==> src/rtl/clkdiv_wdt_pkg.sv <==
package clkdiv_wdt_pkg;
  localparam int FAST_LOG2_DEF = 10;
  localparam int SLOW_LOG2_DEF = 14;
  localparam int CLR_BITS_DEF  = 4;
  localparam int WDT_W_DEF     = 4;
  localparam int NUM_TAPS      = 2;

  typedef enum logic {
    TAP_FAST = 1'b0,
    TAP_SLOW = 1'b1
  } tap_sel_e;
endpackage

==> src/rtl/cdw_rst_sync.sv <==
module cdw_rst_sync #(
  parameter int STAGES = 2
) (
  input  logic clk,
  input  logic rst_n,
  output logic rst_sync_n
);
  logic [STAGES-1:0] sync_q;

  always_ff @(posedge clk or negedge rst_n) begin
    if (!rst_n) sync_q <= '0;
    else        sync_q <= {sync_q[STAGES-2:0], 1'b1};
  end

  assign rst_sync_n = sync_q[STAGES-1];
endmodule

==> src/rtl/cdw_prescaler.sv <==
module cdw_prescaler
  import clkdiv_wdt_pkg::*;
#(
  parameter int FAST_LOG2 = FAST_LOG2_DEF,
  parameter int SLOW_LOG2 = SLOW_LOG2_DEF,
  parameter int CLR_BITS  = CLR_BITS_DEF
) (
  input  logic                clk,
  input  logic                rst_n,
  input  logic                clr_low,
  output logic [NUM_TAPS-1:0] ticks
);
  localparam int PRE_W = SLOW_LOG2;
  localparam int TAP_POS [NUM_TAPS] = '{FAST_LOG2, SLOW_LOG2};

  logic [PRE_W-1:0] cnt_q, cnt_d;

  // next state: free-running count, or low stages zeroed with no carry
  always_comb begin
    if (clr_low) cnt_d = {cnt_q[PRE_W-1:CLR_BITS], {CLR_BITS{1'b0}}};
    else         cnt_d = cnt_q + 1'b1;
  end

  always_ff @(posedge clk or negedge rst_n) begin
    if (!rst_n) cnt_q <= '0;
    else        cnt_q <= cnt_d;
  end

  for (genvar g = 0; g < NUM_TAPS; g++) begin : g_tap
    logic tk_d, tk_q;
    // a tap falls when every stage below it carries
    always_comb tk_d = !clr_low && (&cnt_q[TAP_POS[g]-1:0]);

    always_ff @(posedge clk or negedge rst_n) begin
      if (!rst_n) tk_q <= 1'b0;
      else        tk_q <= tk_d;
    end
    assign ticks[g] = tk_q;


    tick_single_chk: assert property (@(posedge clk) disable iff (!rst_n)
      tk_q |=> !tk_q);
  end


  low_clear_chk: assert property (@(posedge clk) disable iff (!rst_n)
    clr_low |=> (cnt_q[CLR_BITS-1:0] == '0) && $stable(cnt_q[PRE_W-1:CLR_BITS]));
endmodule

==> src/rtl/cdw_watchdog.sv <==
module cdw_watchdog
  import clkdiv_wdt_pkg::*;
#(
  parameter int WDT_W = WDT_W_DEF
) (
  input  logic     clk,
  input  logic     rst_n,
  input  logic     tick_fast,
  input  logic     tick_slow,
  input  tap_sel_e sel,
  input  logic     clr,
  input  logic     en,
  output logic     fire
);
  logic [WDT_W-1:0] cnt_q, cnt_d;
  logic             cnt_en;
  logic             inc;
  logic             fire_d, fire_q;

  always_comb begin
    inc    = (sel == TAP_SLOW) ? tick_slow : tick_fast;
    cnt_en = clr || inc;
    cnt_d  = clr ? '0 : cnt_q + 1'b1;
    fire_d = en && inc && !clr && (&cnt_q);
  end

  always_ff @(posedge clk or negedge rst_n) begin
    if (!rst_n)      cnt_q <= '0;
    else if (cnt_en) cnt_q <= cnt_d;
  end

  always_ff @(posedge clk or negedge rst_n) begin
    if (!rst_n) fire_q <= 1'b0;
    else        fire_q <= fire_d;
  end

  assign fire = fire_q;


  wdt_clear_chk: assert property (@(posedge clk) disable iff (!rst_n)
    clr |=> (cnt_q == '0) && !fire_q);

  wdt_wrap_chk: assert property (@(posedge clk) disable iff (!rst_n)
    fire_q |-> (cnt_q == '0) && ($past(cnt_q) == {WDT_W{1'b1}}));

  wdt_gate_chk: assert property (@(posedge clk) disable iff (!rst_n)
    !en |=> !fire_q);

  wdt_pulse_chk: assert property (@(posedge clk) disable iff (!rst_n)
    fire_q |=> !fire_q);
endmodule

==> src/rtl/clkdiv_wdt.sv <==
module clkdiv_wdt
  import clkdiv_wdt_pkg::*;
#(
  parameter int FAST_LOG2 = FAST_LOG2_DEF,
  parameter int SLOW_LOG2 = SLOW_LOG2_DEF,
  parameter int CLR_BITS  = CLR_BITS_DEF,
  parameter int WDT_W     = WDT_W_DEF
) (
  input  logic clk,
  input  logic rst_n,
  input  logic pre_clr,
  input  logic wdt_clr,
  input  logic wdt_en,
  input  logic wdt_slow_sel,
  output logic tick_fast,
  output logic tick_slow,
  output logic wdt_fire
);
  logic                rst_int_n;
  logic [NUM_TAPS-1:0] ticks;
  tap_sel_e            sel;

  assign sel = tap_sel_e'(wdt_slow_sel);

  cdw_rst_sync #(.STAGES(2)) u_rst (
    .clk(clk), .rst_n(rst_n), .rst_sync_n(rst_int_n)
  );

  cdw_prescaler #(
    .FAST_LOG2(FAST_LOG2), .SLOW_LOG2(SLOW_LOG2), .CLR_BITS(CLR_BITS)
  ) u_pre (
    .clk(clk), .rst_n(rst_int_n), .clr_low(pre_clr), .ticks(ticks)
  );

  assign tick_fast = ticks[0];
  assign tick_slow = ticks[1];

  cdw_watchdog #(.WDT_W(WDT_W)) u_wdt (
    .clk(clk), .rst_n(rst_int_n), .tick_fast(tick_fast), .tick_slow(tick_slow),
    .sel(sel), .clr(wdt_clr), .en(wdt_en), .fire(wdt_fire)
  );


  reset_quiet_chk: assert property (@(posedge clk)
    !rst_int_n |-> !tick_fast && !tick_slow && !wdt_fire);
endmodule

==> config.mk <==
export PLATFORM = sky130hd
export DESIGN_NAME = clkdiv_wdt
export DESIGN_NICKNAME = d
export VERILOG_FILES = /design/src/rtl/clkdiv_wdt_pkg.sv /design/src/rtl/cdw_rst_sync.sv /design/src/rtl/cdw_prescaler.sv /design/src/rtl/cdw_watchdog.sv /design/src/rtl/clkdiv_wdt.sv
export SDC_FILE = /design/constraint.sdc
export NUM_CORES = 1
export LEC_CHECK = 0
export BUFFER_PORTS_ARGS = -buffer_cell sky130_fd_sc_hd__buf_2
export CORE_UTILIZATION = 40
export CTS_BUF_LIST = sky130_fd_sc_hd__clkbuf_4 sky130_fd_sc_hd__clkbuf_8
export CTS_CLUSTER_SIZE = 14
export DETAILED_ROUTE_END_ITERATION = 8
export PLACE_DENSITY_LB_ADDON = 0.08
export RECOVER_POWER = 25
export SETUP_SLACK_MARGIN = 0.4
export SYNTH_ARGS = -nofsm -noshare
export SYNTH_HDL_FRONTEND = slang
export SYNTH_HIERARCHICAL = 1
export SYNTH_SLANG_ARGS = --single-unit
==> constraint.sdc <==
create_clock -name clk -period 0.8 [get_ports clk]
set_input_delay 0.04 -clock clk [delete_from_list [all_inputs] [get_ports clk]]
set_output_delay 0.04 -clock clk [all_outputs]
set_load 0.03 [all_outputs]
=== Yosys cells after proc, flatten, opt, wreduce, memory -nomap -nowiden ===
Cells that the tools add are included.

* Output and inout bits: 3
* Flip-flop bits (word level): 23

* Reductions and logical operators: 11
* Multiplexer cells: 3
* $add $sub $neg: 2

{| class="wikitable"
|+ Operator list
! operator !! count
|-
| $add A14 B1 Y14 const B || 1
|-
| $reduce_and A14 Y1 || 1
|-
| $reduce_and A10 Y1 || 1
|-
| $mux W4 || 2
|-
| $logic_and A1 B1 Y1 || 5
|-
| $add A4 B1 Y4 const B || 1
|-
| $reduce_and A4 Y1 || 1
|-
| $logic_not A1 Y1 || 2
|-
| $logic_or A1 B1 Y1 || 1
|-
| $mux W1 || 1
|}

=== Depth between registers and ports, before layout ===
Gate-level depths: netlist of the first run.

* Word-level depth: 4
* Depth in mapped cells: 4
* Gate-level depth less buffers: 4

=== Hierarchy ===
Netlist of the first run, hierarchy kept.

{| class="wikitable"
|+ Modules (own cells, without submodules)
! module !! times used !! area each (µm²) !! seq. area each (µm²) !! cells an instance
|-
| cdw_prescaler || 1 || 734.5 || 400.4 || 59
|-
| cdw_watchdog || 1 || 230.2 || 125.1 || 21
|-
| cdw_rst_sync || 1 || 53.8 || 50.0 || 3
|}

=== Worst setup path before layout of the first run ===
No wires, ideal clock.

* Path type: flip-flop to flip-flop
* Start point: register u_pre.cnt_q[0]
* End point: register u_pre.cnt_q[12]
* Data arrival time: 1.186 ns
* Stages on the path, launching flop included: 5
* Path buffers: 0
* Slack: -0.465 ns
* Cell sequence: dfrtp_1 > ha_1 > nand4b_4 > nor4_2 > xor2_1

* Word-level cells in the longest chain between the ends: 1

{| class="wikitable"
|+ Ends and longest elaborated chain
! element !! RTL line !! text
|-
| start, declared || cdw_prescaler.sv:16 || <nowiki>logic [PRE_W-1:0] cnt_q, cnt_d;</nowiki>
|-
| start signal, assigned || cdw_prescaler.sv:26 || <nowiki>else cnt_q <= cnt_d;</nowiki>
|-
| $add A14 B1 Y14 || cdw_prescaler.sv:21 || <nowiki>else cnt_d = cnt_q + 1'b1;</nowiki>
|}

No other way between the ends.
A chain may end at the register's enable or synchronous reset.

=== Final worst setup path of the first run ===
* Start point: register u_pre.cnt_q[1]
* End point: register u_pre.cnt_q[12]

The elaborated chain is that of the path after synthesis.

==> results of run 1 <==
[registers in the layout (all words and copies together), names as in the netlist]
signal            flops
u_pre/cnt_q          14
u_wdt/cnt_q           4
u_pre/g_tap.tk_q      2
u_rst/sync_q          2
u_wdt/fire            1
[layer usage]
layer,vias up,part of all wire,global-route usage
li1,385,-,-
met1,370,0.43,0.2226
met2,11,0.53,0.3165
met3,4,0.027,0.05217
met4,0,0.012,0.05263
met5,-,0,0
[placed cells by master (no fill, tap or decap), types with 2 or more instances in the layout]
cell type / n
a21oi_2: 2
buf_2: 4
buf_4: 25
buf_6: 13
clkbuf_1: 2
clkbuf_4: 4
dfrtp_1: 17
dfrtp_2: 5
inv_1: 3
nand2_1: 2
nand3_1: 3
nand3_2: 2
nand4_1: 3
nor2_1: 5
nor2_4: 2
nor3_2: 2
nor3_4: 2
nor4_4: 3
or3_1: 2
xnor2_1: 3
xor2_1: 9
[critical path, stage by stage, from the launching register on]
cell      delay [ns]
dfrtp_1         0.45
ha_4            0.17
nand4b_4        0.15
nor4_4          0.20
xor2_1          0.21
[cell families (layout without fill, tap and decap cells)]
logic type,count (synthesis),in the layout
simple gates,33,33
flops,23,23
xor+xnor,13,13
buf+inv,5,53
compound gates,4,4
fa+ha+maj,2,2
mux,2,2
other cells,1,1
[layout make-up]
cell class                 instances  area, um2  area share
sequential                        23      585.6      0.3671
multi-input combinational         55      556.8      0.3490
timing repair buffer              46      376.6      0.2361
tap                               28      35.03     0.02196
clock buffer                       4      30.03     0.01882
inverter                           3      11.26    0.007059
[metrics by stage]
stage / hold WS [ns] / cells / area (um2)
final: -0.06560 / 159 / 1595
after global routing: -0.06667 / 159 / 1595
after CTS: -0.06745 / 153 / 1503
after detailed placement: -0.1743 / 139 / 1305
after global placement: -0.1748 / 139 / 1305
after floorplan: -0.2556 / 83 / 1087
[timing repair]
action                                 CTS  global route
endpoints found under the hold margin    7             5
setup endpoints to repair               46            25
pin swaps                               12             8
setup buffers                            9             6
gates resized for setup                 23            14
[path summary, 6_finish.rpt]
kind	start	endpoint	slack (ns)	depth (start not counted)
min in group asynchronous	rst_n	u_rst/sync_q[1]$_DFF_PN0_	0.02	2
setup / recovery	u_pre/cnt_q[1]$_DFF_PN0_	u_pre/cnt_q[12]$_DFFE_PN0N_	-0.46	4
hold reg to reg	u_rst/sync_q[1]$_DFF_PN0_	u_wdt/fire$_DFF_PN0_	0.23	1
hold / removal	wdt_clr	u_wdt/cnt_q[2]$_DFFE_PN0P_	-0.07	2
max in group asynchronous	u_rst/sync_q[1]$_DFF_PN0_	u_pre/cnt_q[4]$_DFFE_PN0N_	0.27	1
setup reg to reg	u_pre/cnt_q[1]$_DFF_PN0_	u_pre/cnt_q[12]$_DFFE_PN0N_	-0.46	4
[power groups by stage]
stage,clock network (mW),logic (mW),registers [mW]
floorplan,0,0.0297,1.24
CTS,0.588,0.156,1.20
finish,0.579,0.179,1.21
detailed placement,0,0.0779,1.25
global placement,0,0.0772,1.25
global route,0.653,0.199,1.21
==> results.json, run 1 <==
{
  "dp_slack_ns": -0.3814,
  "hp-class": "in2reg",
  "wirelength_um": 2245,
  "fp.dieH_um": 52.46,
  "powerDensity_mw_per_mm2": 1231,
  "syn-cell-area_mm2": 0.001018,
  "power.switching_mw": 0.4494,
  "yosysWarningCount": 6,
  "async_flop_share": 1.000,
  "setup_slack_ns": -0.4560,
  "synthFlopType": "dfrtp_1",
  "syn_inst": 83,
  "yosysTopAreaCell": "dfrtp_1",
  "viasPerCell": 4.843,
  "cts_buffer_depth": 2,
  "place.port_buffers": 8,
  "post-route-util": 0.6944,
  "coreArea_mm2": 0.002297,
  "violations": "negative hold slack, negative setup slack",
  "drc_errors": 0,
  "synth_cell_types": 24,
  "synth_top_area_frac": 0.5651,
  "synth_area_leaders": "dfrtp_1, xor2_1, nor4_2",
  "synth-compound-area-share": 0.01966,
  "gp_congestion": 0.7025,
  "rows": 17,
  "synthMuxAreaShare": 0.02334,
  "clkSinkCount": 23,
  "arrival_ns": 1.49,
  "drv_cap": 0,
  "cp.required_ns": 1.04,
  "start_kind": "register",
  "crit_fanout": 6,
  "grt-ovfl-total": 0,
  "critPathCaptureType": "register",
  "hold_viol_final": 5,
  "combPwrFrac": 0.091,
  "synth_top_family_by_area": "simple AND/OR/NAND/NOR gates",
  "wl_per_cell_um": 14.12,
  "cts_tree": "done",
  "synth_area_per_cell_um2": 12.27,
  "cts_buffers": 3,
  "clk_pin_slew_ns": 0.12,
  "cts_root_buffer": "clkbuf_4",
  "total_power_mw": 1.964,
  "clock-skew-final_ns": 0.002604,
  "cts_max_level": 1,
  "status": "finished, violations left",
  "worstSkewPairLatency_ns": 0.31,
  "path_class": "reg2reg",
  "fin_tns_setup_ns": -6.630,
  "final_antenna_net_count": 0,
  "hold_buffers": 1,
  "yosys.area_share.simple": 0.2260,
  "synth-edff-count": 0,
  "die_x_um": 52.46,
  "grt_usage": 0.1843,
  "nFillCells": 175,
  "ios": 9,
  "swShare": 0.2288,
  "fin_nets": 140,
  "grt_start_max_net_pins": 13,
  "drtIter0Drc": 10,
  "antenna_found_initial": 0,
  "first_pass_iters": 4,
  "fin_crit_ns": 1.256,
  "dp_hpwl_um": 1286,
  "hold_slack_ns": -0.06560,
  "syn-num-nets": 91,
  "synth_xor_xnor_area_share": 0.1118,
  "synthToLayoutAreaGrowth_pct": 56.63,
  "ys_seq_area_frac": 0.5651,
  "vias": 770,
  "maxSlewViolCount": 0,
  "initial_utilization": 0.4434,
  "antenna_cells": 0,
  "yosys-top-cells-count": "dfrtp_1, xor2_1, nor2_1",
  "drive_above_1_share": 0.5725,
  "irDropWorstVdd_v": 0.001166,
  "synth_adder_area_share": 0.02457,
  "yosys_register_bits": 23,
  "die-area_mm2": 0.002752,
  "fmax_mhz": 796.2,
  "setup_viol": 24,
  "p_leak_nw": 0.8566,
  "clkPwrFrac": 0.295,
  "yosysMostFrequentCell": "dfrtp_1",
  "final.period_utilization": 1.570,
  "grt_pass1_vias": 764,
  "rsz0062_at_grt": "true",
  "p_int_mw": 1.515,
  "pwr-share-seq": 0.614,
  "grt_pass1_wl_um": 3525
}
Power figures use the tool's default switching activity.
==> run 2, diff against run 1 <==
--- a/config.mk
+++ b/config.mk
@@ -11,4 +11,5 @@
 export CTS_CLUSTER_SIZE = 14
 export DETAILED_ROUTE_END_ITERATION = 8
+export GPL_TIMING_DRIVEN = 0
 export PLACE_DENSITY_LB_ADDON = 0.08
 export RECOVER_POWER = 25
==> constraint.sdc (replaced) <==
create_clock -name clk -period 0.8 [get_ports clk]
set_input_delay 0.16 -clock clk [delete_from_list [all_inputs] [get_ports clk]]
set_output_delay 0.16 -clock clk [all_outputs]
set_load 0.03 [all_outputs]
==> results.json, run 2 (same netlist as run 1, synthesis figures left out) <==
{
  "die-area_mm2": 0.002752,
  "wirelength_um": 1860,
  "first_pass_iters": 4,
  "wl_per_cell_um": 12.65,
  "fin_crit_ns": 1.216,
  "worstSkewPairLatency_ns": 0.30,
  "fmax_mhz": 822.4,
  "grt-ovfl-total": 0,
  "arrival_ns": 1.43,
  "violations": "negative setup slack",
  "cts_buffers": 3,
  "cp.required_ns": 1.01,
  "layout_common_cells": "dfrtp_1, buf_6, buf_4",
  "final_common_cell": "dfrtp_1",
  "viasPerCell": 4.932,
  "crit_chain": "ha_4 -> nand4b_4 -> buf_4 -> nor4_1",
  "hp-class": "in2reg",
  "powerDensity_mw_per_mm2": 1217,
  "final_antenna_net_count": 0,
  "initial_utilization": 0.4434,
  "cpLargestDelayFamily": "flip-flops",
  "clk_pin_slew_ns": 0.12,
  "synthToLayoutAreaGrowth_pct": 47.79,
  "grt_start_max_net_pins": 14,
  "rsz0062_at_grt": "true",
  "p_leak_nw": 0.7722,
  "critPathMaxStageDelay_ns": 0.45,
  "top_register": "u_pre/cnt_q",
  "cts_tree": "done",
  "final.period_utilization": 1.520,
  "clkSinkCount": 23,
  "reg_top3": "u_pre/cnt_q: 14 flops, u_wdt/cnt_q: 4 flops",
  "critPathCaptureType": "register",
  "hold_viol_final": 0,
  "crit_buf_inv": 1,
  "fin_nets": 128,
  "cts_max_level": 1,
  "maxSlewViolCount": 0,
  "hold_slack_ns": 0.05298,
  "clock-skew-final_ns": 0.003964,
  "vias": 725,
  "cts_buffer_depth": 2,
  "crit_slowest_cell": "dfrtp_1",
  "drc_errors": 0,
  "antenna_found_initial": 0,
  "gp_congestion": 0.7155,
  "setup_slack_ns": -0.4159,
  "grt_pass1_wl_um": 3084,
  "fp.dieH_um": 52.46,
  "dp_hpwl_um": 1063,
  "grt_pass1_vias": 738,
  "largest_reg_flops": 14,
  "ios": 9,
  "antenna_cells": 0,
  "drive_above_1_share": 0.5042,
  "start_kind": "register",
  "path_class": "reg2reg",
  "irDropWorstVdd_v": 0.001265,
  "drtIter0Drc": 12,
  "place.port_buffers": 8,
  "die_x_um": 52.46,
  "setup_viol": 23,
  "crit_fanout": 6,
  "grt_usage": 0.1572,
  "rows": 17,
  "fin_tns_setup_ns": -7.381,
  "status": "finished, violations left",
  "coreArea_mm2": 0.002297,
  "drv_cap": 0,
  "cts_root_buffer": "clkbuf_4"
}
[run 2: cell types whose count changed in the layout (fill, tap and decap cells not counted), sizes merged]
cell,before,now
buf,42,30
clkbuf,7,6
clkinv,0,1
[run 2: report_power, final]
part | total (mW) | internal (mW) | switching, mW
combinational | 0.108 | 0.0576 | 0.0507
sequential | 1.21 | 1.18 | 0.0244
clock | 0.517 | 0.186 | 0.331
total | 1.83 | 1.43 | 0.406
[run 2: per-layer routing]
| layer | track usage | part of all wire |
|---|---|---|
| met5 | 0 | 0 |
| met4 | 0.07895 | 0.0091 |
| met3 | 0.03478 | 0.019 |
| met2 | 0.2637 | 0.52 |
| met1 | 0.1874 | 0.45 |
[run 2: cell type report]
type	count	area (um2)
Clock inverter	1	5.005
Fill cell	176	792.0
Tap cell	28	35.03
Clock buffer	3	22.52
Sequential cell	23	584.3
Timing Repair Buffer	32	266.5
Buffer	2	22.52
Multi-Input combinational cell	55	558.0
Inverter	3	11.26
[run 2: what timing repair did]
item,in CTS,in global routing
cloned,0,0
buffers inserted,15,8
endpoints found under the setup margin,46,33
resized for setup,19,13
endpoints found under the hold margin,2,0
hold buffers,1,0
pin swaps,9,14
[run 2: per-stage QoR]
step	area, um2	power, mW	setup WS [ns]	std cells	utilization
after floorplan	1087	1.269	-0.3074	83	-
after global placement	1162	1.301	-0.4636	119	0.5060
after detailed placement	1162	1.302	-0.4574	119	0.5060
after CTS	1390	1.855	-0.3962	139	0.6051
after global routing	1505	1.922	-0.5014	147	0.6552
final	1505	1.833	-0.4159	147	0.6552
[run 2: path summary, 6_finish.rpt]
| path | to | slack, ns | startpoint | depth (start not counted) |
|---|---|---|---|---|
| worst max-delay path | u_pre/g_tap[1].tk_q$_DFF_PN0_ | -0.42 | u_pre/cnt_q[1]$_DFF_PN0_ | 4 |
| worst min-delay path | u_pre/cnt_q[2]$_DFF_PN0_ | 0.05 | pre_clr | 2 |
| worst max register to register | u_pre/g_tap[1].tk_q$_DFF_PN0_ | -0.42 | u_pre/cnt_q[1]$_DFF_PN0_ | 4 |
| worst min register to register | u_pre/cnt_q[6]$_DFFE_PN0N_ | 0.23 | u_rst/sync_q[1]$_DFF_PN0_ | 1 |
| max in group asynchronous | u_wdt/fire$_DFF_PN0_ | 0.12 | u_rst/sync_q[1]$_DFF_PN0_ | 1 |
| min in group asynchronous | u_rst/sync_q[1]$_DFF_PN0_ | 0.16 | rst_n | 2 |
